<file path="src/rtl/selch_pkg.sv">
package selch_pkg;

   typedef enum logic [1:0] {
      IO_WR    = 2'd0,
      IO_RD    = 2'd1,
      IO_SENSE = 2'd2,
      IO_CMD   = 2'd3
   } io_op_e;

   // command byte bit positions
   localparam int CB_EXT  = 6;
   localparam int CB_DIR  = 5;
   localparam int CB_GO   = 4;
   localparam int CB_HALT = 3;
   localparam int CB_OWN  = 2;

   // status byte bit positions
   localparam int ST_BUSY  = 3;
   localparam int ST_NODEV = 0;

   typedef struct packed {
      logic ext;
      logic dir;
      logic go;
      logic own;
   } cmd_t;

endpackage

</file>
<file path="src/rtl/selch_cmd_reg.sv">
module selch_cmd_reg
   import selch_pkg::*;
(
   input  logic clk,
   input  logic rst_n,
   input  logic halt_stb,
   input  logic start_stb,
   input  logic c_ext,
   input  logic c_dir,
   input  logic c_own,
   input  logic end_evt,
   output cmd_t cmd_q,
   output logic irq_q
);

   always_ff @(posedge clk) begin
      if (!rst_n) begin
         cmd_q <= '0;
         irq_q <= 1'b0;
      end else if (halt_stb) begin
         cmd_q.ext <= c_ext;
         cmd_q.own <= c_own;
         cmd_q.go  <= 1'b0;
         cmd_q.dir <= 1'b0;
         irq_q     <= 1'b0;
      end else if (start_stb) begin
         cmd_q.ext <= c_ext;
         cmd_q.own <= c_own;
         cmd_q.go  <= 1'b1;
         cmd_q.dir <= c_dir;
      end else if (end_evt) begin
         cmd_q.go  <= 1'b0;
         cmd_q.dir <= 1'b0;
         irq_q     <= 1'b1;
      end
   end

   AST_END_RAISES_IRQ: assert property (@(posedge clk) disable iff (!rst_n)
      end_evt && !halt_stb && !start_stb |=> irq_q && !cmd_q.go);
   AST_HALT_DROPS_IRQ: assert property (@(posedge clk) disable iff (!rst_n)
      halt_stb |=> !irq_q && !cmd_q.go && !cmd_q.dir);
   AST_DIR_ONLY_RUNNING: assert property (@(posedge clk) disable iff (!rst_n)
      cmd_q.dir |-> cmd_q.go);

endmodule

</file>
<file path="src/rtl/selch_addr_regs.sv">
module selch_addr_regs #(
   parameter int ADDR_W       = 20,
   parameter int LOW_W        = 16,
   parameter int BYTE_W       = 8,
   parameter int BANK_W       = 2,
   parameter int NARROW_BYTES = 4,
   parameter int WIDE_BYTES   = 6
) (
   input  logic              clk,
   input  logic              rst_n,
   input  logic              wide,
   input  logic              banked,
   input  logic              halt_stb,
   input  logic              start_stb,
   input  logic [BANK_W-1:0] bank,
   input  logic              wr_stb,
   input  logic [BYTE_W-1:0] wr_byte,
   input  logic              step_stb,
   output logic [ADDR_W-1:0] sa_q,
   output logic [ADDR_W-1:0] ea_q,
   output logic              end_evt
);

   localparam int CNT_W = $clog2(WIDE_BYTES + 1);
   localparam logic [ADDR_W-1:0] LOW_MASK  = {{(ADDR_W-LOW_W){1'b0}}, {LOW_W{1'b1}}};
   localparam logic [ADDR_W-1:0] FULL_MASK = {ADDR_W{1'b1}};
   localparam logic [ADDR_W-1:0] BYTE_MASK = {{(ADDR_W-BYTE_W){1'b0}}, {BYTE_W{1'b1}}};
   localparam logic [CNT_W-1:0]  N_LIM     = CNT_W'(NARROW_BYTES);
   localparam logic [CNT_W-1:0]  W_LIM     = CNT_W'(WIDE_BYTES);
   localparam logic [CNT_W-1:0]  W_LAST    = CNT_W'(WIDE_BYTES - 1);

   if (ADDR_W < LOW_W + BANK_W) begin : g_bad_bank
      $error("selch_addr_regs: ADDR_W too small for bank field");
   end
   if (WIDE_BYTES <= NARROW_BYTES) begin : g_bad_cnt
      $error("selch_addr_regs: WIDE_BYTES must exceed NARROW_BYTES");
   end

   logic [CNT_W-1:0]  cnt_q, cnt_d;
   logic [ADDR_W-1:0] sa_d, ea_d, sa_t, ea_t, byte_ext, bank_ext;

   assign byte_ext = {{(ADDR_W-BYTE_W){1'b0}}, wr_byte};
   assign bank_ext = banked ? {{(ADDR_W-LOW_W-BANK_W){1'b0}}, bank, {LOW_W{1'b0}}} : '0;

   always_comb begin
      sa_d    = sa_q;
      ea_d    = ea_q;
      cnt_d   = cnt_q;
      sa_t    = sa_q;
      ea_t    = ea_q;
      end_evt = 1'b0;
      if (halt_stb) begin
         cnt_d = '0;
      end else if (start_stb) begin
         if (cnt_q <= N_LIM) begin
            sa_t = (sa_q & LOW_MASK) | bank_ext;
            ea_t = (ea_q & LOW_MASK) | bank_ext;
         end
         sa_t[0] = 1'b0;
         if (ea_t <= sa_t) begin
            ea_t = ea_t | (wide ? FULL_MASK : LOW_MASK);
         end
         sa_d = sa_t;
         ea_d = ea_t;
      end else if (wr_stb) begin
         if (!wide) begin
            if (cnt_q < N_LIM) begin
               sa_d  = ((sa_q << BYTE_W) & LOW_MASK) | ((ea_q >> BYTE_W) & BYTE_MASK);
               ea_d  = ((ea_q << BYTE_W) & LOW_MASK) | byte_ext;
               cnt_d = cnt_q + CNT_W'(1);
            end
         end else if (cnt_q < W_LIM) begin
            if (cnt_q != W_LAST) begin
               sa_d = (sa_q << BYTE_W) | ((ea_q >> BYTE_W) & BYTE_MASK);
               ea_d = ((ea_q & BYTE_MASK) << BYTE_W) | byte_ext;
            end else begin
               ea_d = (ea_q << BYTE_W) | byte_ext;
            end
            cnt_d = cnt_q + CNT_W'(1);
         end
      end else if (step_stb) begin
         if (sa_q >= ea_q) begin
            end_evt = 1'b1;
         end else begin
            sa_d = sa_q + ADDR_W'(1);
         end
      end
   end

   always_ff @(posedge clk) begin
      if (!rst_n) begin
         sa_q  <= '0;
         ea_q  <= '0;
         cnt_q <= '0;
      end else begin
         sa_q  <= sa_d;
         ea_q  <= ea_d;
         cnt_q <= cnt_d;
      end
   end

   AST_LOAD_COUNT_BOUND: assert property (@(posedge clk) disable iff (!rst_n)
      cnt_q <= W_LIM);
   AST_NARROW_FIT: assert property (@(posedge clk) disable iff (!rst_n)
      wr_stb && !halt_stb && !start_stb && !wide && cnt_q < N_LIM
      |=> (sa_q & ~LOW_MASK) == '0 && (ea_q & ~LOW_MASK) == '0);
   AST_START_EVEN: assert property (@(posedge clk) disable iff (!rst_n)
      start_stb && !halt_stb |=> !sa_q[0]);
   AST_START_ORDER: assert property (@(posedge clk) disable iff (!rst_n)
      start_stb && !halt_stb && cnt_q <= N_LIM |=> ea_q > sa_q);
   AST_STEP_ADVANCE: assert property (@(posedge clk) disable iff (!rst_n)
      step_stb && !halt_stb && !start_stb && !wr_stb && sa_q < ea_q
      |=> sa_q == $past(sa_q) + ADDR_W'(1));
   AST_END_HOLDS_START: assert property (@(posedge clk) disable iff (!rst_n)
      end_evt |=> $stable(sa_q));

endmodule

</file>
<file path="src/rtl/selch_rd_ptr.sv">
module selch_rd_ptr #(
   parameter int PTR_W   = 2,
   parameter int STD_TOP = 1,
   parameter int EXT_TOP = 2
) (
   input  logic             clk,
   input  logic             rst_n,
   input  logic             rd_stb,
   input  logic             reload_stb,
   input  logic             ext_now,
   input  logic             ext_new,
   output logic [PTR_W-1:0] ptr_q
);

   localparam logic [PTR_W-1:0] P_STD = PTR_W'(STD_TOP);
   localparam logic [PTR_W-1:0] P_EXT = PTR_W'(EXT_TOP);

   if (EXT_TOP >= (1 << PTR_W) || STD_TOP > EXT_TOP) begin : g_bad_ptr
      $error("selch_rd_ptr: pointer limits do not fit");
   end

   always_ff @(posedge clk) begin
      if (!rst_n) begin
         ptr_q <= P_STD;
      end else if (reload_stb) begin
         ptr_q <= ext_new ? P_EXT : P_STD;
      end else if (rd_stb) begin
         if (ptr_q == '0) ptr_q <= ext_now ? P_EXT : P_STD;
         else             ptr_q <= ptr_q - PTR_W'(1);
      end
   end

   AST_PTR_RANGE: assert property (@(posedge clk) disable iff (!rst_n)
      ptr_q <= P_EXT);
   AST_PTR_WRAP: assert property (@(posedge clk) disable iff (!rst_n)
      rd_stb && !reload_stb && ptr_q == '0 |=> ptr_q == P_STD || ptr_q == P_EXT);

endmodule

</file>
<file path="src/rtl/selch_top.sv">
module selch_top
   import selch_pkg::*;
#(
   parameter int ADDR_W       = 20,
   parameter int LOW_W        = 16,
   parameter int BYTE_W       = 8,
   parameter int BANK_W       = 2,
   parameter int NARROW_BYTES = 4,
   parameter int WIDE_BYTES   = 6
) (
   input  logic              clk,
   input  logic              rst_n,
   input  logic [1:0]        addr_mode,
   input  logic              io_valid,
   input  logic [1:0]        io_op,
   input  logic [BYTE_W-1:0] io_wdata,
   output logic [BYTE_W-1:0] io_rdata,
   output logic              mem_req,
   output logic              mem_to_dev,
   output logic [ADDR_W-1:0] mem_addr,
   input  logic              mem_ack,
   output logic              chan_irq,
   output logic              chan_busy
);

   localparam int LANES   = (ADDR_W + BYTE_W - 1) / BYTE_W;
   localparam int PAD_W   = LANES * BYTE_W;
   localparam int PTR_W   = (LANES > 1) ? $clog2(LANES) : 1;
   localparam int STD_TOP = LOW_W / BYTE_W - 1;
   localparam int EXT_TOP = LANES - 1;

   if (BYTE_W <= CB_EXT || BANK_W > CB_OWN) begin : g_bad_byte
      $error("selch_top: command byte fields do not fit");
   end
   if (ADDR_W > LOW_W + BYTE_W) begin : g_bad_addr
      $error("selch_top: ADDR_W exceeds load stream reach");
   end

   io_op_e            op;
   logic              wide, banked;
   logic              c_ext, c_own, c_dir, c_go, c_halt;
   logic              is_cmd, halt_stb, start_stb, wr_stb, rd_stb, step_stb;
   logic              end_evt, irq_q;
   logic [BANK_W-1:0] c_bank;
   cmd_t              cmd_q;
   logic [ADDR_W-1:0] sa_q, ea_q;
   logic [PTR_W-1:0]  ptr_q;
   logic [PAD_W-1:0]  sa_pad;
   logic [BYTE_W-1:0] lane_byte [LANES];
   logic [BYTE_W-1:0] rd_byte, stat_byte;

   assign op     = io_op_e'(io_op);
   assign wide   = addr_mode[1];
   assign banked = (addr_mode == 2'd1);

   // narrow modes lose the extended bits before decode
   assign c_ext  = io_wdata[CB_EXT] & wide;
   assign c_own  = io_wdata[CB_OWN] & wide;
   assign c_dir  = io_wdata[CB_DIR];
   assign c_go   = io_wdata[CB_GO];
   assign c_halt = io_wdata[CB_HALT];
   assign c_bank = io_wdata[BANK_W-1:0];

   assign is_cmd    = io_valid && (op == IO_CMD);
   assign halt_stb  = is_cmd && c_halt;
   assign start_stb = is_cmd && !c_halt && c_go;
   assign wr_stb    = io_valid && (op == IO_WR);
   assign rd_stb    = io_valid && (op == IO_RD);
   assign mem_req   = cmd_q.go && !io_valid;
   assign step_stb  = mem_req && mem_ack;

   selch_cmd_reg u_cmd (
      .clk       (clk),
      .rst_n     (rst_n),
      .halt_stb  (halt_stb),
      .start_stb (start_stb),
      .c_ext     (c_ext),
      .c_dir     (c_dir),
      .c_own     (c_own),
      .end_evt   (end_evt),
      .cmd_q     (cmd_q),
      .irq_q     (irq_q)
   );

   selch_addr_regs #(
      .ADDR_W       (ADDR_W),
      .LOW_W        (LOW_W),
      .BYTE_W       (BYTE_W),
      .BANK_W       (BANK_W),
      .NARROW_BYTES (NARROW_BYTES),
      .WIDE_BYTES   (WIDE_BYTES)
   ) u_addr (
      .clk       (clk),
      .rst_n     (rst_n),
      .wide      (wide),
      .banked    (banked),
      .halt_stb  (halt_stb),
      .start_stb (start_stb),
      .bank      (c_bank),
      .wr_stb    (wr_stb),
      .wr_byte   (io_wdata),
      .step_stb  (step_stb),
      .sa_q      (sa_q),
      .ea_q      (ea_q),
      .end_evt   (end_evt)
   );

   selch_rd_ptr #(
      .PTR_W   (PTR_W),
      .STD_TOP (STD_TOP),
      .EXT_TOP (EXT_TOP)
   ) u_ptr (
      .clk        (clk),
      .rst_n      (rst_n),
      .rd_stb     (rd_stb),
      .reload_stb (halt_stb),
      .ext_now    (cmd_q.ext && wide),
      .ext_new    (c_ext),
      .ptr_q      (ptr_q)
   );

   assign sa_pad = PAD_W'(sa_q);

   for (genvar l = 0; l < LANES; l++) begin : g_lane
      assign lane_byte[l] = sa_pad[l*BYTE_W +: BYTE_W];
   end

   always_comb begin
      rd_byte = '0;
      for (int l = 0; l < LANES; l++) begin
         if (ptr_q == PTR_W'(l)) rd_byte = lane_byte[l];
      end
   end

   always_comb begin
      stat_byte = '0;
      if (cmd_q.go)        stat_byte[ST_BUSY]  = 1'b1;
      else if (!cmd_q.own) stat_byte[ST_NODEV] = 1'b1;
   end

   always_comb begin
      io_rdata = '0;
      if (io_valid && op == IO_RD)         io_rdata = rd_byte;
      else if (io_valid && op == IO_SENSE) io_rdata = stat_byte;
   end

   assign mem_addr   = sa_q;
   assign mem_to_dev = cmd_q.dir;
   assign chan_irq   = irq_q;
   assign chan_busy  = cmd_q.go;

   AST_REQ_ADDR_STABLE: assert property (@(posedge clk) disable iff (!rst_n)
      mem_req && !mem_ack |=> !mem_req || $stable(mem_addr));
   AST_IRQ_MEANS_IDLE: assert property (@(posedge clk) disable iff (!rst_n)
      $rose(chan_irq) |-> !chan_busy);

endmodule

</file>
<file path="config.mk">
export PLATFORM = sky130hd
export DESIGN_NAME = selch_top
export DESIGN_NICKNAME = d
export VERILOG_FILES = /design/src/rtl/selch_pkg.sv /design/src/rtl/selch_cmd_reg.sv /design/src/rtl/selch_addr_regs.sv /design/src/rtl/selch_rd_ptr.sv /design/src/rtl/selch_top.sv
export SDC_FILE = /design/constraint.sdc
export NUM_CORES = 1
export LEC_CHECK = 0
export BUFFER_PORTS_ARGS = -buffer_cell sky130_fd_sc_hd__buf_2
export CAP_MARGIN = 0
export CORE_ASPECT_RATIO = 0.9
export CORE_MARGIN = 2
export CORE_UTILIZATION = 60
export CTS_BUF_LIST = sky130_fd_sc_hd__clkbuf_4
export DETAILED_ROUTE_END_ITERATION = 6
export PLACE_DENSITY_LB_ADDON = 0.15
export REMOVE_ABC_BUFFERS = 1
export SLEW_MARGIN = 20
export SYNTH_ARGS = -nofsm -noshare
export SYNTH_HDL_FRONTEND = slang
export SYNTH_HIERARCHICAL = 1
export SYNTH_SLANG_ARGS = --single-unit
</file>
<file path="constraint.sdc">
create_clock -name clk -period 3.08 [get_ports clk]
set_input_delay 0.154 -clock clk [delete_from_list [all_inputs] [get_ports clk]]
set_output_delay 0.154 -clock clk [all_outputs]
set_load 0.05 [all_outputs]
</file>
==> impl_metrics.py, run 1 <==
metrics = {
    "outcome": {
        "outcome": "completed",
    },
    "floorplan": {
        "rows": 27,
        "die_area_sq_um": 7130,
        "start_util_pct": 62.8,
        "boundaryPins": 48,
        "coreArea_sq_um": 6180,
        "die_width_um": 88.8,
        "die_h_um": 80.3,
    },
    "logic_synthesis": {
        "yosysSeqAreaShare_pct": 25.8,
        "yosys_warnings": 6,
        "synth_ff_type": "dfxtp_1",
        "yosys-top-cells-count": "50 x dfxtp_1, 44 x inv_1, 43 x ha_1, 41 x nand2_1, 40 x a21oi_1",
        "async_flop_share_pct": 0,
        "syn_area_sq_um": 3880,
        "synth_top_area_cell": "dfxtp_1",
        "synth.avg_cell_area_sq_um": 8.04,
        "synth_area_leaders": "dfxtp_1 26%, ha_1 14%, a21oi_1 5.2%",
        "synth_most_common_cell": "dfxtp_1",
        "yosysTopAreaCellShare_pct": 25.8,
        "synth-seq-cells": 50,
        "synth.lib_cells_used.distinct": 65,
        "syn_inst": 483,
        "synth_edf_count": 0,
    },
    "pwr": {
        "p_per_area_nw_per_um2": 331,
        "ir_worst_vdd_uv": 277,
        "p_leak_nw": 1.88,
    },
    "min_path": {
        "hold_path_class": "input pin to register",
    },
    "critical_path": {
        "crit_family": "compound AO/OA/AOI/OAI gates",
        "crit_cells": 14,
        "critPathLaunch": "u_addr/cnt_q[1]",
        "worstPathRequired_ns": 3.39,
        "crit_end": "u_addr/ea_q[16]",
        "cp_slowest_cell": "dfxtp_2",
        "crit_arrival_ns": 3.20,
        "rrSetupSlack_ns": 0.19,
        "cp-end-kind": "register",
        "cp_slowest_stage_delay_ns": 0.35,
        "worst-setup-path-type": "register to register",
        "path_max_fanout": 8,
        "r2r-start": "u_addr/cnt_q[1]",
        "rr_worst_depth": 14,
        "worstPathBufferInverterCount": 2,
        "crit_path_cell_trace": "inv_1 > ha_1 > nand2b_4 > and3_1 > a21oi_1 > inv_1 > ha_1 > nand4_1 > nor2_2 > nand2_2 > o31ai_4 > o2bb2ai_4 > o211ai_1 > o21ai_1",
        "start_kind": "register",
        "timing.rr.end": "u_addr/ea_q[16]",
    },
    "sta": {
        "min_period_ns": 2.89,
        "slew_violations": 0,
        "post-route-period-util_pct": 94.0,
        "setup_ws_ns": 0.186,
        "finalClockSkew_ns": 0.00733,
        "holdWs_ns": 0.0487,
        "slew_headroom_pct": 42.8,
        "hold_viol_final": 0,
        "fmax_mhz": 345,
        "worst_slew_pin_slew_ns": 0.854,
        "finalSetupViolCount": 0,
    },
    "detailed_routing": {
        "drt-initial-drc-count": 397,
        "vias": 3888,
        "viasPerCell": 6.13,
        "totalWireLength_um": 11200,
        "first_pass_iters": 7,
        "drc": 0,
        "postRouteAntennaNets": 0,
        "wire_per_inst_um": 17.7,
    },
    "clock_tree": {
        "cts_hold_buffers": 0,
        "clkSinkCount": 50,
        "path_clk_slew_ns": 0.15,
        "htree_levels": 2,
        "cts_tree": "built",
        "clock_path_buffers": 2,
        "insertion_delay_ns": 0.36,
        "cts-root-buf": "clkbuf_4",
        "numCtsBuffers": 5,
    },
    "finish": {
        "nNetsFinal": 605,
        "area_growth_syn_to_layout_pct": 15.2,
        "fillCellCount": 526,
        "layout-drive-gt1-share_pct": 21.2,
        "diodes": 0,
    },
    "placed_design": {
        "dp_hpwl_um": 8610,
        "dpl_worst_slack_ns": -0.0275,
        "numPortBuffers": 47,
        "routabilityCongestion": 0.963,
    },
    "global_routing": {
        "grt_use_total_pct": 32.6,
        "grt_pass1_vias": 3547,
        "grt_antenna_before_repair": 0,
        "grt_overflow_total": 0,
        "grt_max_degree": 44,
        "grt_pass1_wl_um": 17800,
    },
    "flow_run": {
        "drv_cap": 0,
    },
}
## how the worst min path moves through the flow
| stage | cells past startpoint | to | slack (ns) | from |
|---|---|---|---|---|
| 2_1_floorplan | 2 | u_addr/ea_q[16] | 0.27 | rst_n |
| 3_3_place_gp | 2 | u_addr/ea_q[7] | 0.41 | io_wdata[7] |
| 3_5_place_dp | 2 | u_addr/ea_q[7] | 0.43 | io_wdata[7] |
| 4_1_cts | 2 | u_addr/ea_q[7] | 0.04 | io_wdata[7] |
| 5_1_grt | 2 | u_addr/ea_q[7] | 0.03 | io_wdata[7] |
| 6_report | 2 | u_addr/ea_q[7] | 0.05 | io_wdata[7] |
## registers in the layout, summed over array words and instances, names as in the netlist
register	count
u_addr/ea_q	20
u_cmd/irq_q	1
u_addr/sa_q	20
u_cmd/cmd_q	4
u_addr/cnt_q	3
u_ptr/ptr_q	2
## metrics by stage
step                setup TNS, ns  instance area [sq um]  std cells  util [%]  power [mW]
floorplan                  -34.56                   3770        464         -       0.934
global placement                0                   4300        621      69.6        1.04
detailed placement         -0.106                   4300        621      69.6        1.05
CTS                             0                   4420        629      71.5        1.46
global route             -0.00819                   4470        634      72.4        1.54
finish                          0                   4470        634      72.4        1.48
## placed cells by master (no fill, tap or decap), types with 5 or more instances in the layout
cell       n
nand2_1   40
ha_1      43
buf_4     27
xnor2_1   10
nor2_1    33
nor2b_1    6
clkbuf_4   7
nand3_1   22
nor3_1     7
buf_2     47
o31ai_1   10
or3_1      5
and3_1     7
and2_1     5
dfxtp_1   49
o21ai_1   10
o221a_1   12
o221a_2    5
mux2i_1    9
o21ai_0   13
inv_1     44
o211ai_1   5
a21oi_1   40
nand4_1    8
## area by class of cell
class                           count  area [sq um]  share of cell area [%]
Timing Repair Buffer               75           449                    10.0
Sequential cell                    50          1000                    22.4
Clock inverter                      1          30.0                   0.671
Tap cell                           87           109                    2.43
Multi-Input combinational cell    367          2650                    59.2
Clock buffer                        7          52.6                    1.17
Inverter                           47           181                    4.06
## routing by layer
layer | global-route usage (%) | up-vias | wire length [um]
met3 | 4.93 | 42 | 934
met4 | 12.9 | 0 | 446
met2 | 53.1 | 208 | 5160
li1 | - | 1865 | -
met5 | 0 | - | 0
met1 | 42.9 | 1773 | 4700
## where the power goes
part	internal, mW	total, mW	switching (mW)	leakage, nW
clock network	0.190	0.404	0.214	0.0463
registers	0.677	0.716	0.0394	0.407
logic	0.145	0.358	0.214	1.43
## logic make-up (layout without fill, tap and decap cells)
kind of cell | after synthesis | in the layout | synth area share [%]
compound gates | 136 | 136 | 25.1
xor+xnor | 12 | 12 | 2.71
fa+ha+maj | 43 | 43 | 13.9
buf+inv | 66 | 130 | 7.48
flops | 50 | 50 | 25.8
mux | 11 | 11 | 2.90
simple gates | 165 | 165 | 22.2
## repair_timing
| item | in CTS | in global routing |
|---|---|---|
| setup buffers | 0 | 5 |
| pin swaps | 1 | 5 |
| endpoints found under the setup margin | 13 | 20 |
| resized for setup | 6 | 6 |
| gates cloned | 0 | 0 |
Note: power is estimated with default switching activity, not from simulation.
==> run 2: changes to the inputs <==
- clock period: 3.08 -> 3.1 ns (I/O delays scaled with it)
==> run 2 against run 1 <==
Net effect: first-iteration DRC count is 1.8% higher; non-clock buffer count is 5 lower; sequential cell count stayed put; cell count fell by 0.79%; routed wire length rose by 2.9%; critical path depth rose by 1; cell area is 0.64% lower; clock-buffer cell count decreased by 2; utilization fell by 0.47 points; critical path type unchanged; critical endpoint is now u_addr/ea_q[3].
==> impl_metrics.py, run 2 (synthesis gave the netlist of run 1 again) <==
metrics = {
    "sta": {
        "finalClockSkew_ns": 0.00939,
        "slew_headroom_pct": 55.3,
        "fin_setup_tns_ns": 0,
        "fmax_mhz": 330,
        "min_period_ns": 3.03,
        "finalSetupViolCount": 0,
        "holdWs_ns": 0.0317,
        "slew_violations": 0,
        "post-route-period-util_pct": 97.7,
        "setup_ws_ns": 0.0705,
        "hold_viol_final": 0,
        "worst_slew_pin_slew_ns": 0.665,
    },
    "finish": {
        "fillCellCount": 549,
        "nNetsFinal": 600,
        "multiInputGateArea_sq_um": 2640,
        "fin_cells": 629,
        "diodes": 0,
        "final_common_cell": "dfxtp_1",
        "seqCellArea_sq_um": 1000,
        "layout-drive-gt1-share_pct": 20.3,
        "area_growth_syn_to_layout_pct": 14.5,
        "stdcell_area_sq_um": 4440,
        "reg_top3": "u_addr/ea_q (20), u_addr/sa_q (20), u_cmd/cmd_q (4)",
        "final_cell_mix": "48 x dfxtp_1, 47 x buf_2, 44 x inv_1",
    },
    "critical_path": {
        "path_max_fanout": 9,
        "worst-setup-path-type": "register to register",
        "start_kind": "register",
        "crit_arrival_ns": 3.30,
        "cp-end-kind": "register",
        "worstPathRequired_ns": 3.37,
    },
    "outcome": {
        "outcome": "completed",
    },
    "detailed_routing": {
        "first_pass_iters": 6,
        "drc": 0,
        "vias": 3969,
        "totalWireLength_um": 11600,
        "drt-initial-drc-count": 404,
        "wire_per_inst_um": 18.4,
        "postRouteAntennaNets": 0,
        "viasPerCell": 6.31,
    },
    "placed_design": {
        "numPortBuffers": 47,
        "dp_hpwl_um": 8550,
        "placedCellCount": 619,
        "dpl-instance-area_sq_um": 4290,
        "dpl_worst_slack_ns": 0.103,
        "routabilityCongestion": 0.960,
    },
    "min_path": {
        "hold_path_class": "input pin to register",
    },
    "pwr": {
        "p_leak_nw": 1.85,
        "ir_worst_vdd_uv": 231,
        "p_per_area_nw_per_um2": 344,
    },
    "floorplan": {
        "die_width_um": 88.8,
        "die_h_um": 80.3,
        "rows": 27,
        "start_util_pct": 62.8,
        "boundaryPins": 48,
        "die_area_sq_um": 7130,
        "coreArea_sq_um": 6180,
    },
    "global_routing": {
        "grt_pass1_wl_um": 18600,
        "grt_antenna_before_repair": 0,
        "grt_pass1_vias": 3848,
        "grt_use_total_pct": 33.8,
        "grt_overflow_total": 0,
        "grt_max_degree": 44,
    },
    "clock_tree": {
        "htree_levels": 2,
        "clock_path_buffers": 2,
        "path_clk_slew_ns": 0.15,
        "numCtsBuffers": 5,
        "clkSinkCount": 50,
        "cts_hold_buffers": 0,
        "cts_tree": "built",
        "cts-root-buf": "clkbuf_4",
        "insertion_delay_ns": 0.37,
    },
    "flow_run": {
        "drv_cap": 0,
    },
}
run 2: cell types whose count changed in the layout (fill, tap and decap cells not counted), sizes merged:
cell,delta
clkbuf,-2
clkinv,+1
bufinv,+1
buf,-5
run 2: through the flow:
stage | power [mW] | util, %
2_1_floorplan | 0.928 | -
3_3_place_gp | 1.03 | 69.3
3_5_place_dp | 1.05 | 69.3
6_report | 1.53 | 71.9
5_1_grt | 1.59 | 71.9
4_1_cts | 1.50 | 71.0
run 2: power by group:
part | total [mW] | internal, mW | switching [mW] | leakage, nW
combinational | 0.348 | 0.137 | 0.212 | 1.39
clock | 0.468 | 0.249 | 0.220 | 0.0528
sequential | 0.714 | 0.673 | 0.0414 | 0.407
run 2: worst max-delay path, stage by stage (launching register included):
cell	delay, ns
dfxtp_2	0.38
inv_1	0.08
ha_1	0.20
nand2b_1	0.18
and3_1	0.20
a21oi_1	0.19
inv_1	0.07
ha_1	0.28
nand4_1	0.19
buf_4	0.20
nor3_1	0.18
a22oi_1	0.10
nand2_1	0.14
o2bb2ai_4	0.11
buf_4	0.18
o221a_1	0.25
run 2: worst paths after layout:
| check | from | endpoint | slack [ns] | cells after the start |
|---|---|---|---|---|
| worst min register to register | u_cmd/irq_q | u_cmd/irq_q | 0.47 | 2 |
| worst max-delay path | u_addr/cnt_q[1] | u_addr/ea_q[3] | 0.07 | 15 |
| worst min-delay path | io_wdata[7] | u_addr/ea_q[7] | 0.03 | 2 |
| worst max register to register | u_addr/cnt_q[1] | u_addr/ea_q[3] | 0.07 | 15 |
run 2: repair_timing:
item / in CTS / in global routing
setup endpoints to repair: 0 / 20
buffers inserted: 0 / 2
resized for setup: 0 / 10
run 2: final cells by class:
class,count,area share [%]
inverter,47,4.08
multi-input combinational,367,59.4
tap,87,2.45
clock inverter,3,1.44
clock buffer,5,0.845
timing repair buffer,70,9.18
sequential,50,22.6
run 2: routing by layer:
layer | GRT usage [%] | wire length, um | part of all wire [%]
met5 | 0 | 0 | 0
met4 | 16.5 | 526 | 4.5
met3 | 5.14 | 733 | 6.3
met2 | 55.1 | 5280 | 46
met1 | 43.1 | 5030 | 43
==> run 3: changes to the inputs <==
- SYNTH_HIERARCHICAL: 1 -> unset
==> run 3 against run 2 <==
Net effect: cell area fell by 5.8%; register-to-register slack improved by 0.19 ns; routed wire length fell by 4.5%; combinational power fell by 17%; first-iteration DRC count fell by 14%; critical path depth fell by 3.
==> impl_metrics.py, run 3 <==
metrics = {
    "outcome": {
        "outcome": "completed",
    },
    "logic_synthesis": {
        "synth_top_area_cell": "dfxtp_1",
        "syn_area_sq_um": 3770,
        "async_flop_share_pct": 0,
        "synth_area_leaders": "dfxtp_1 27%, ha_1 14%, nand2_1 5.5%",
        "synth.avg_cell_area_sq_um": 7.73,
        "yosysTopAreaCellShare_pct": 26.5,
        "syn_inst": 488,
        "synth_edf_count": 0,
        "yosysSeqAreaShare_pct": 26.5,
        "synth_ff_type": "dfxtp_1",
        "synth_most_common_cell": "nand2_1",
        "yosys_warnings": 0,
        "yosys-top-cells-count": "55 x nand2_1, 50 x dfxtp_1, 42 x ha_1, 40 x a21oi_1, 40 x inv_1",
        "synth-seq-cells": 50,
        "synth.lib_cells_used.distinct": 60,
    },
    "clock_tree": {
        "cts-root-buf": "clkbuf_4",
        "path_clk_slew_ns": 0.18,
        "clkSinkCount": 50,
        "insertion_delay_ns": 0.39,
        "clock_path_buffers": 2,
        "htree_levels": 2,
        "cts_tree": "built",
        "numCtsBuffers": 5,
        "cts_setup_buffers": 0,
    },
    "pwr": {
        "ir_worst_vdd_uv": 284,
        "p_leak_nw": 1.71,
        "seq_power_share_pct": 52.2,
        "p_per_area_nw_per_um2": 323,
        "power.net_switching_uw": 475,
        "p_int_uw": 876,
        "p_sw_share_pct": 35.2,
        "clkPwrFrac_pct": 26.4,
        "comb_power_share_pct": 21.4,
    },
    "detailed_routing": {
        "drt-initial-drc-count": 348,
        "drc": 0,
        "totalWireLength_um": 11000,
        "postRouteAntennaNets": 0,
        "first_pass_iters": 5,
        "vias": 3928,
        "wire_per_inst_um": 17.9,
        "viasPerCell": 6.36,
    },
    "global_routing": {
        "grt_pass1_vias": 3514,
        "grt_max_degree": 32,
        "grt_antenna_before_repair": 0,
        "grt_overflow_total": 0,
        "grt_pass1_wl_um": 17500,
        "grt_use_total_pct": 32.4,
    },
    "critical_path": {
        "crit_arrival_ns": 3.15,
        "critPathLaunch": "u_addr.cnt_q[0]",
        "cp-end-kind": "register",
        "start_kind": "register",
        "worstPathRequired_ns": 3.40,
        "timing.rr.end": "u_addr.ea_q[4]",
        "path_max_fanout": 17,
        "rrSetupSlack_ns": 0.26,
        "rr_worst_depth": 12,
        "worst-setup-path-type": "register to register",
        "r2r-start": "u_addr.cnt_q[0]",
    },
    "sta": {
        "slew_violations": 0,
        "finalClockSkew_ns": 0.0128,
        "holdWs_ns": 0.0210,
        "finalSetupViolCount": 0,
        "worst_slew_pin_slew_ns": 0.694,
        "hold_viol_final": 0,
        "min_period_ns": 2.84,
        "fin_setup_tns_ns": 0,
        "post-route-period-util_pct": 91.7,
        "rsz0062_at_grt": "no",
        "slew_headroom_pct": 53.7,
        "fmax_mhz": 352,
    },
    "finish": {
        "reg_top3": "u_addr.ea_q (20), u_addr.sa_q (20), u_cmd.cmd_q (4)",
        "final_cell_mix": "55 x nand2_1, 50 x dfxtp_1, 47 x buf_2",
        "final_common_cell": "nand2_1",
        "area_growth_syn_to_layout_pct": 11.0,
        "fillCellCount": 525,
        "layout-drive-gt1-share_pct": 19.0,
        "nNetsFinal": 588,
        "diodes": 0,
    },
    "floorplan": {
        "boundaryPins": 48,
        "die_h_um": 79.2,
        "rows": 27,
        "coreArea_sq_um": 6110,
        "die_area_sq_um": 6940,
        "die_width_um": 87.6,
        "start_util_pct": 61.7,
    },
    "flow_run": {
        "drv_cap": 0,
    },
    "placed_design": {
        "routabilityCongestion": 0.921,
        "numPortBuffers": 47,
        "dp_hpwl_um": 8200,
    },
    "min_path": {
        "min_to": "u_cmd.cmd_q[2]",
        "hold_path_depth": 3,
        "hold_path_class": "input pin to register",
        "min_from": "io_wdata[5]",
    },
}
-- run 3: cell count changes in the layout (fill, tap and decap cells not counted), sizes merged, moves of 5 or more --
cell	before	now
nand2	41	55
nand3	24	12
o22ai	2	13
o21ai	23	33
xnor2	10	0
o31ai	11	2
buf	70	63
a31oi	1	6
-- run 3: metal layers --
layer | up-vias | global-route usage [%] | share of wire (%)
li1 | 1854 | - | -
met1 | 1856 | 45.0 | 44
met2 | 200 | 50.0 | 46
met3 | 18 | 7.28 | 8.3
met4 | 0 | 9.23 | 1.8
met5 | - | 0 | 0
-- run 3: how the worst max path moves through the flow --
stage	to	depth (start not counted)
global route	u_addr.ea_q[4]	12
detailed placement	u_addr.ea_q[16]	11
CTS	u_addr.ea_q[16]	11
global placement	u_addr.ea_q[19]	11
floorplan	u_addr.ea_q[4]	11
finish	u_addr.ea_q[4]	12
-- run 3: layout make-up --
class                      count  area, sq um  area share [%]
clock buffer                   5         37.5           0.897
clock inverter                 3         28.8           0.688
inverter                      40          150            3.59
multi-input combinational    370         2500            59.8
sequential                    50         1000            23.9
tap                           87          109            2.60
timing repair buffer          63          355            8.49
-- run 3: timing repair --
item | CTS | global route
gates resized for setup | 0 | 3
hold buffers | 0 | 0
hold endpoints to repair | 0 | 0
setup endpoints to repair | 0 | 20
-- run 3: logic make-up after synthesis --
| logic type | synth area share (%) |
|---|---|
| fa+ha+maj | 13.9 |
| simple gates | 20.7 |
| compound gates | 28.5 |
| flops | 26.5 |
| xor+xnor | 0.465 |
| buf+inv | 7.43 |
| mux | 2.39 |
-- run 3: power by group through the flow --
stage	logic, mW	clock network [mW]	registers (mW)
after floorplan	0.180	0	0.715
after global placement	0.268	0	0.717
after detailed placement	0.276	0	0.718
after CTS	0.278	0.362	0.704
after global routing	0.317	0.382	0.708
final	0.290	0.356	0.705
-- run 3: critical path: stages (launching register included) --
cell and delay [ns]:
dfxtp_1 0.38, o21a_1 0.22, nor3b_2 0.29, a22oi_1 0.15, ha_1 0.35, nand4_1 0.15
nor2_2 0.21, and3_1 0.22, o31ai_1 0.10, a31oi_2 0.17, buf_4 0.24, nor2_1 0.07
a31o_2 0.20
-- run 3: per-stage QoR --
step	util (%)	setup slack (ns)	instances	total power, mW	instance area, sq um
final	68.4	0.256	618	1.35	4190
after global routing	68.4	0.00204	618	1.41	4190
after global placement	67.1	0.213	610	0.985	4110
after detailed placement	67.1	0.101	610	0.994	4110
after CTS	68.2	0.0375	618	1.34	4170
after floorplan	-	0.195	460	0.895	3640
